[config.mk]
export PLATFORM = sky130hd
export DESIGN_NAME = rtc_calendar_core
export DESIGN_NICKNAME = d
export VERILOG_FILES = /design/src/rtl/rtc_calendar_core.sv
export SDC_FILE = /design/constraint.sdc
export NUM_CORES = 1
export LEC_CHECK = 0
export ABC_CLOCK_PERIOD_IN_PS = 9400
export BUFFER_PORTS_ARGS = -buffer_cell sky130_fd_sc_hd__buf_2
export CORE_MARGIN = 8
export CORE_UTILIZATION = 29
export CTS_CLUSTER_SIZE = 30
export DETAILED_ROUTE_END_ITERATION = 16
export SYNTH_ARGS = -nofsm -noshare
export SYNTH_HDL_FRONTEND = slang
export SYNTH_SLANG_ARGS = --single-unit
[constraint.sdc]
create_clock -name clk -period 9.4 [get_ports clk]
set_clock_uncertainty 0.1 [all_clocks]
set_input_delay 2.35 -clock clk [delete_from_list [all_inputs] [get_ports clk]]
set_output_delay 2.35 -clock clk [all_outputs]
set_load 0.02 [all_outputs]
[src/rtl/rtc_calendar_core.sv]
module rtc_calendar_core #(
  parameter int WARN_CYCLES = 8
) (
  input  logic       clk,
  input  logic       rst_n,
  input  logic       half_tick_i,
  input  logic       run_i,
  input  logic       inhibit_i,
  input  logic       bin_i,
  input  logic       h24_i,
  input  logic       dst_en_i,
  input  logic       wr_en_i,
  input  logic [3:0] wr_addr_i,
  input  logic [7:0] wr_data_i,
  input  logic [3:0] rd_addr_i,
  output logic [7:0] rd_data_o,
  output logic       uip_o,
  output logic       upd_end_o,
  output logic       alarm_o
);
  localparam int NT = 7;
  localparam int NA = 3;
  localparam int ABASE = 8;
  localparam int CW = $clog2(WARN_CYCLES + 1);
  localparam logic [CW-1:0] LAST = CW'(WARN_CYCLES - 1);

  logic [NT-1:0][7:0] loc, usr, nxt;
  logic [NA-1:0][7:0] alm;
  logic [CW-1:0] cnt;
  logic busy, phase, fell_q, fell_d, match;

  function automatic logic [6:0] dec(input logic [7:0] b, input logic bin);
    if (bin) return b[6:0];
    return 7'(b[7:4]) * 7'd10 + 7'(b[3:0]);
  endfunction

  function automatic logic [7:0] enc(input logic [6:0] v, input logic bin);
    if (bin) return {1'b0, v};
    return {4'(v / 7'd10), 4'(v % 7'd10)};
  endfunction

  logic [6:0] s, m, h, h12i, dw, dm, mo, yr, dim;
  logic [6:0] s_n, m_n, h_n, dw_n, dm_n, mo_n, yr_n, h12o;
  logic [7:0] h12e;
  logic sc, hc, dc, moc, set_fb;

  always_comb begin
    s    = dec(loc[0], bin_i);
    m    = dec(loc[1], bin_i);
    h12i = dec({1'b0, loc[2][6:0]}, bin_i);
    if (h24_i) h = dec(loc[2], bin_i);
    else       h = ((h12i == 7'd12) ? 7'd0 : h12i) + (loc[2][7] ? 7'd12 : 7'd0);
    dw = dec(loc[3], bin_i);
    dm = dec(loc[4], bin_i);
    mo = dec(loc[5], bin_i);
    yr = dec(loc[6], bin_i);

    sc  = (s == 7'd59);
    hc  = sc && (m == 7'd59);
    dc  = hc && (h == 7'd23);
    s_n = sc ? 7'd0 : s + 7'd1;
    m_n = sc ? ((m == 7'd59) ? 7'd0 : m + 7'd1) : m;
    h_n = hc ? ((h == 7'd23) ? 7'd0 : h + 7'd1) : h;

    set_fb = 1'b0;
    if (dst_en_i && hc && (h == 7'd1) && (dw == 7'd1)) begin
      if ((mo == 7'd4) && (dm <= 7'd7)) h_n = 7'd3;
      else if ((mo == 7'd10) && (dm >= 7'd25) && !fell_q) begin
        h_n    = 7'd1;
        set_fb = 1'b1;
      end
    end

    case (mo)
      7'd2:                     dim = (yr[1:0] == 2'd0) ? 7'd29 : 7'd28;
      7'd4, 7'd6, 7'd9, 7'd11:  dim = 7'd30;
      default:                  dim = 7'd31;
    endcase

    moc  = dc && (dm >= dim);
    dw_n = dc ? ((dw >= 7'd7) ? 7'd1 : dw + 7'd1) : dw;
    dm_n = dc ? ((dm >= dim) ? 7'd1 : dm + 7'd1) : dm;
    mo_n = moc ? ((mo >= 7'd12) ? 7'd1 : mo + 7'd1) : mo;
    yr_n = (moc && (mo >= 7'd12)) ? ((yr >= 7'd99) ? 7'd0 : yr + 7'd1) : yr;

    h12o = ((h_n % 7'd12) == 7'd0) ? 7'd12 : (h_n % 7'd12);
    h12e = enc(h12o, bin_i);

    nxt[0] = enc(s_n, bin_i);
    nxt[1] = enc(m_n, bin_i);
    nxt[2] = h24_i ? enc(h_n, bin_i) : {(h_n >= 7'd12), h12e[6:0]};
    nxt[3] = enc(dw_n, bin_i);
    nxt[4] = enc(dm_n, bin_i);
    nxt[5] = enc(mo_n, bin_i);
    nxt[6] = enc(yr_n, bin_i);

    fell_d = dc ? 1'b0 : (set_fb ? 1'b1 : fell_q);
  end

  always_comb begin
    match = 1'b1;
    for (int i = 0; i < NA; i++)
      if (!((alm[i][7:6] == 2'b11) || (alm[i] == nxt[i]))) match = 1'b0;
  end

  always_ff @(posedge clk or negedge rst_n) begin
    if (!rst_n) begin
      for (int i = 0; i < NT; i++) begin
        loc[i] <= ((i >= 3) && (i <= 5)) ? 8'h01 : 8'h00;
        usr[i] <= ((i >= 3) && (i <= 5)) ? 8'h01 : 8'h00;
      end
      alm       <= '0;
      cnt       <= '0;
      busy      <= 1'b0;
      phase     <= 1'b0;
      fell_q    <= 1'b0;
      upd_end_o <= 1'b0;
      alarm_o   <= 1'b0;
    end else begin
      upd_end_o <= 1'b0;
      alarm_o   <= 1'b0;
      if (!run_i) begin
        phase <= 1'b0;
        busy  <= 1'b0;
      end else if (busy && (cnt == LAST)) begin
        busy      <= 1'b0;
        loc       <= nxt;
        fell_q    <= fell_d;
        upd_end_o <= 1'b1;
        alarm_o   <= match;
        if (!inhibit_i) usr <= nxt;
      end else if (busy) begin
        cnt <= cnt + 1'b1;
      end
      if (run_i && half_tick_i) begin
        phase <= ~phase;
        if (!phase) begin
          busy <= 1'b1;
          cnt  <= '0;
        end
      end
      if (wr_en_i) begin
        for (int i = 0; i < NT; i++)
          if (wr_addr_i == 4'(i)) begin
            loc[i] <= wr_data_i;
            usr[i] <= wr_data_i;
          end
        for (int i = 0; i < NA; i++)
          if (wr_addr_i == 4'(ABASE + i)) alm[i] <= wr_data_i;
      end
    end
  end

  assign uip_o = busy & ~inhibit_i;

  always_comb begin
    rd_data_o = 8'h00;
    for (int i = 0; i < NT; i++)
      if (rd_addr_i == 4'(i)) rd_data_o = usr[i];
    for (int i = 0; i < NA; i++)
      if (rd_addr_i == 4'(ABASE + i)) rd_data_o = alm[i];
  end
endmodule


# Word-level counts from Yosys, hierarchy flattened
# Index checks and enable logic that the tools add are counted.
[word_totals]
register_bits = 145
latch_bits = 0
ramBits = 0
romBits = 0
output_inout_bits = 11
elab_cells = 249
memories = 0
[op_classes]
addsub = 17
mul = 8
div = 17
magnitude_cmp = 7
eq_ne = 38
n_shift = 0
mux = 110
n_bitwise = 3
n_reduce_logical = 26
[ops]
columns = ["op", "count"]
rows = [
  ["$mux W56", 7],
  ["$mux W8", 39],
  ["$mux W7", 36],
  ["$add A7 B4 Y7", 9],
  ["$mod A7 B4 Y7 const B", 9],
  ["$div A7 B4 Y7 const B", 8],
  ["$add A7 B1 Y7 const B", 7],
  ["$mul A4 B3 Y6 const B", 7],
  ["$eq A4 B3 Y1 const B", 7],
  ["$eq A7 B4 Y1 const B", 4],
  ["$eq A4 B4 Y1 const B", 6],
  ["$eq A8 B8 Y1", 3],
  ["$mux W4", 6],
  ["$mux W1", 21],
  ["$eq A4 B2 Y1 const B", 4],
  ["$eq A7 B1 Y1 const B", 2],
  ["$eq A7 B3 Y1 const B", 2],
  ["$eq A7 B6 Y1 const B", 2],
  ["$ge A7 B4 Y1 const B", 2],
  ["$logic_and A1 B1 Y1", 12],
  ["$eq A4 B1 Y1 const B", 2],
  ["$logic_not A4 Y1", 2],
  ["$eq A7 B2 Y1 const B", 1],
  ["$eq A7 B5 Y1 const B", 1],
  ["20 further kinds", 27],
]

# Longest topological paths before layout
[depth]
word_depth = 24
mapped_depth = 39

# Worst setup path after synthesis
# Ideal clock, no wire load.
[synth_timing]
path_kind = "input port to flip-flop"
start = "input bin_i"
end = "register alarm_o"
arrival_ns = 9.955
slack_ns = -0.766
path_stages = 34
cell_sequence = "buf_6 -> buf_6 -> buf_6 -> buf_4 -> buf_2 -> buf_1 -> clkbuf_1 -> clkbuf_1 -> clkbuf_1 -> clkbuf_1 -> mux2_2 -> ha_1 -> or3b_1 -> or3_1 -> buf_6 -> a2111oi_4 -> mux2i_1 -> buf_2 -> or3_1 -> o211ai_1 -> ha_1 -> or4b_2 -> o311ai_1 -> a21oi_1 -> o211ai_2 -> xnor2_1 -> ha_1 -> a21oi_1 -> nor4b_4 -> mux2_2 -> o22ai_2 -> xnor2_1 -> nand4_1 -> a222oi_1"
[synth_via]
elab_chain_cells = 23
word_cells_on_any_way = 72
cone_classes = "4 x add/sub; 9 x div; 3 x order compare; 11 x eq/ne; 34 x mux; 11 x reduce/logical"
[synth_lines]
columns = ["item", "line_no", "source"]
rows = [
  ["start, declared", "9", "input logic bin_i,"],
  ["$mux W1 (*)", "33, 38", ""],
  ["$mux W7", "34", "return 7'(b[7:4]) * 7'd10 + 7'(b[3:0]);"],
  ["$eq A7 B4 Y1", "52", "else h = ((h12i == 7'd12) ? 7'd0 : h12i) + (loc[2][7] ? 7'd12 : 7'd0);"],
  ["$mux W7", "52", ""],
  ["$add A7 B4 Y7", "52", ""],
  ["$mux W7", "51", "if (h24_i) h = dec(loc[2], bin_i);"],
  ["$add A7 B1 Y7 or $eq A7 B5 Y1 (tied branches)", "63", "h_n = hc ? ((h == 7'd23) ? 7'd0 : h + 7'd1) : h;"],
  ["$mux W7 (2 in series)", "63", ""],
  ["(+6 left out)", "--", ""],
  ["$mod A7 B4 Y7, or another cell as far along", "39", "return {4'(v / 7'd10), 4'(v % 7'd10)};"],
  ["$mux W7", "39", ""],
  ["$mux W8", "91", "nxt[2] = h24_i ? enc(h_n, bin_i) : {(h_n >= 7'd12), h12e[6:0]};"],
  ["$eq A8 B8 Y1", "103", "if (!((alm[i][7:6] == 2'b11) || (alm[i] == nxt[i]))) match = 1'b0;"],
  ["$logic_or A1 B1 Y1", "103", ""],
  ["$mux W1 (*)", "103", ""],
  ["$mux W1 (*)", "125", "end else if (busy && (cnt == LAST)) begin"],
  ["$mux W1 (*)", "122", "if (!run_i) begin"],
  ["end signal, assigned", "130", "alarm_o <= match;"],
  ["end, declared", "19", "output logic alarm_o"],
]
# Every way passes the cells marked *; elsewhere a longest branch is shown, timed or not. The select of a mux whose other input is x is not followed.
# A chain may end at the register's enable or synchronous reset.

# Worst setup path after layout
# Same ends and word-level chain as after synthesis.

==> impl_metrics.yaml <==
pwr:
  power_frac_seq_pct: 17.2
  leakage_nw: 6.826
  p_clk_share_pct: 12.0
  pwr-share-comb_pct: 70.9
  switching_power_mw: 2.878
  internal_power_mw: 2.783
  vdd_drop_max_v: 0.0003237
  power_density_mw_per_mm2: 327.8
  power.total_mw: 5.661
  p_sw_share_pct: 50.83
clock_network:
  cts_hold_buf: 0
  clk_latency_ns: 0.43
  cts_root_buf: "clkbuf_16"
  cts_resized: 0
  cts-htree-levels: 4
  cts_sinks: 145
  numCtsBuffers: 17
  clockBufferDepth: 2
  cts_tree: "built"
  clk_pin_slew_ns: 0.06
  postCtsSetupBuffers: 0
sta:
  worstMarginPinSlew_ns: 1.132
  tns_ns: 0
  min_period_ns: 8.984
  period_share_pct: 95.57
  drv_slew: 0
  maxSlewHeadroom_pct: 23.98
  rsz0062_at_grt: "no"
  finalSetupViolations: 0
  max_freq_ghz: 0.1113
  final-hold-violation-count: 0
setup_path:
  reg2reg_depth: 32
  path_buf_inv: 3
  worst-setup-path-type: "primary input to register"
  r2r_end: "alarm_o"
  critPathLaunchType: "primary input"
  cp.required_ns: 9.61
  worstPathArrival_ns: 9.19
  end_kind: "register"
  crit_slowest_cell: "or4_1"
  critical_path.top_delay_family: "simple AND/OR/NAND/NOR gates"
  crit_fanout: 16
  r2r_slack_ns: 1.07
  r2r_start: "loc[20]"
  max_stage_delay_ns: 0.50
finish:
  multiInputGateArea_sq_mm: 0.01124
  final-seq-area_sq_mm: 0.003636
  utilization_pct: 32.22
  nets: 2115
  fillers: 5714
  area_growth_pct: 10.52
  diodes: 0
  drive_above_1_share_pct: 13.72
logic_synthesis:
  postSynth.asyncResetShare_pct: 100.0
  synth-adder-area-share_pct: 8.135
  ys_warn_count: 0
  synth-edff-count: 0
  synth.ff_latch_count: 145
  synth_ff_type: "dfrtp_1"
  syn_area_sq_mm: 0.01563
  synth_compound_area_share_pct: 27.64
  synth_top_family_by_area: "compound AO/OA/AOI/OAI gates"
  syn_inst: 1993
  muxShareOfSynthArea_pct: 7.022
  synth_xor_area_share_pct: 4.900
  ys_types: 110
  synth_nets: 2109
  ys_seq_area_share_pct: 23.27
  synthSimpleGateAreaFrac_pct: 23.94
  synth_area_per_cell_sq_um: 7.841
min_path:
  min_from: "usr[42]"
  min_path_type: "register to register"
  hold-path-endpoint: "usr[42]"
  hold_depth: 2
drt:
  vias_per_cell: 5.838
  routed_wl_mm: 53.64
  initialDrtViolationCount: 1418
  vias: 15810
  drc_errors: 0
  first_pass_iters: 5
  route.detailed.wl_per_inst_um: 19.81
  postRouteAntennaNets: 0
die:
  design.die.area_sq_mm: 0.06157
  die_x_um: 248.1
  placementRows: 85
  coreArea_sq_mm: 0.05360
  io_pins: 36
  die_h_um: 248.1
  initial_core_util_pct: 29.15
placement:
  routabilityCongestion: 0.9498
  io_buffers: 35
  hpwlAfterDp_mm: 40.67
run:
  maxCapViolCount: 0
global_routing:
  grt_pass1_vias: 14900
  grt_use_total_pct: 17.19
  grt_pass1_wl_mm: 85.20
  grt_overflow: 0
  antenna_found_initial: 0
  grt_max_degree: 75
run_status:
  status: "finished, final reports clean"
==> final cells by class <==
| cell class | count | share of cell area, % |
|---|---|---|
| repair buffers | 114 | 4.571 |
| clock buffers | 23 | 2.710 |
| flip-flops and latches | 145 | 21.05 |
| clock inverters | 9 | 0.6231 |
| inverters | 42 | 0.9128 |
| multi-input cells | 1679 | 65.09 |
| well taps | 696 | 5.042 |
==> power by group through the flow <==
| stage | clock network (mW) | logic, mW | registers (mW) |
|---|---|---|---|
| 2_1_floorplan | 0 | 3.03 | 0.883 |
| 3_3_place_gp | 0 | 3.87 | 0.975 |
| 3_5_place_dp | 0 | 3.94 | 0.977 |
| 4_1_cts | 0.681 | 3.96 | 0.969 |
| 5_1_grt | 0.708 | 4.42 | 0.988 |
| 6_report | 0.677 | 4.01 | 0.972 |
==> flip-flops by register name (all words and copies together), names as in the netlist <==
name       cells
phase          1
usr           56
upd_end_o      1
alarm_o        1
loc           56
cnt            4
fell_q         1
busy           1
alm           24
==> worst max path at each step <==
stage                     slack (ns)  cells past startpoint      end  start
after floorplan                0.007                     34  alarm_o  bin_i
after global placement          0.29                     29  alarm_o  bin_i
after detailed placement        0.04                     29  alarm_o  bin_i
after CTS                       0.49                     29  alarm_o  bin_i
after global routing            0.15                     29  alarm_o  bin_i
final                           0.42                     29  alarm_o  bin_i
==> worst register-to-register path: cells and delay by family, from the launching register on <==
| family | cells | cell delay (ns) |
|---|---|---|
| compound gates | 13 | 3.50 |
| xor+xnor | 2 | 0.34 |
| flops | 1 | 0.49 |
| mux | 1 | 0.15 |
| buf+inv | 2 | 0.16 |
| fa+ha+maj | 5 | 1.50 |
| simple gates | 9 | 1.99 |
==> through the flow <==
step                      worst slack (ns)  instance area [sq um]  hold slack (ns)  cells
final                               0.4163                  17270           0.4389   2708
after global routing                0.1490                  17270           0.4531   2708
after CTS                           0.4913                  17270           0.4362   2708
after detailed placement           0.04405                  16690           0.4219   2676
after global placement              0.2914                  16690           0.4160   2676
after floorplan                   0.006617                  15690           0.3662   1993
==> metal layers <==
layer  part of all wire [%]  vias up  wire [um]  global-route usage [%]
li1                       -     7437          -                       -
met1                     46     7730      24450                   23.88
met2                     46      569      24670                   27.68
met3                    5.9       74       3177                   2.283
met4                    2.5        0       1337                   4.830
met5                      0        -          0                       0
==> Yosys cell counts (all sizes together) (9+ instances only) <==
| cell | n | area [sq um] |
|---|---|---|
| inv | 42 | 157.6 |
| a311oi | 10 | 93.84 |
| or4 | 10 | 78.82 |
| fa | 15 | 300.3 |
| xor2 | 19 | 166.4 |
| nand4 | 25 | 162.6 |
| a2111oi | 12 | 155.1 |
| xnor2 | 65 | 599.3 |
| or3 | 17 | 106.4 |
| mux2i | 44 | 444.2 |
| nor2b | 26 | 162.7 |
| or2 | 12 | 77.58 |
| o211ai | 22 | 175.2 |
| o22ai | 15 | 100.1 |
| o21a | 17 | 127.6 |
| nand2b | 20 | 125.1 |
| mux2 | 42 | 473.0 |
| buf | 63 | 396.6 |
| nor2 | 190 | 715.7 |
| nand3 | 56 | 285.3 |
| a31oi | 61 | 387.9 |
| nand2 | 240 | 900.9 |
| nor4 | 17 | 133.9 |
| a21o | 18 | 135.1 |
| nor3 | 58 | 326.6 |
| and2 | 21 | 138.9 |
| o21ai | 172 | 872.1 |
| nand3b | 9 | 67.56 |
| ha | 76 | 950.9 |
| a22oi | 10 | 75.07 |
| a211oi | 24 | 190.2 |
| dfrtp | 139 | 3478 |
| o31ai | 12 | 127.6 |
| clkbuf | 64 | 241.5 |
| a21oi | 163 | 830.8 |
| a211o | 13 | 113.9 |
| and3 | 22 | 142.6 |
==> logic make-up after synthesis <==
| kind of cell | Yosys count |
|---|---|
| flip-flops | 145 |
| buffers and inverters | 169 |
| AND/OR/NAND/NOR | 758 |
| multiplexers | 94 |
| XOR/XNOR | 84 |
| AO/OA/AOI/OAI | 650 |
| adder cells (fa/ha/maj) | 93 |
==> placed cells by master, fill, tap and decap left out, drive strengths merged, types with 12 or more instances in the layout <==
cell       n
a31oi     61
nand3     56
nor4      17
a21o      18
a2111oi   12
or2       12
clkbuf    23
ha        76
buf      114
nor3      58
fa        15
nand2    240
nand4     25
nor2     190
nand2b    20
mux2      42
o22ai     15
o21ai    172
o31ai     12
xor2      19
o21a      17
a21oi    163
a211oi    24
and3      22
inv       42
or3       17
mux2i     44
dfrtp    139
and2      21
a211o     13
xnor2     65
nor2b     26
o211ai    22
Power figures use the tool's default switching activity.
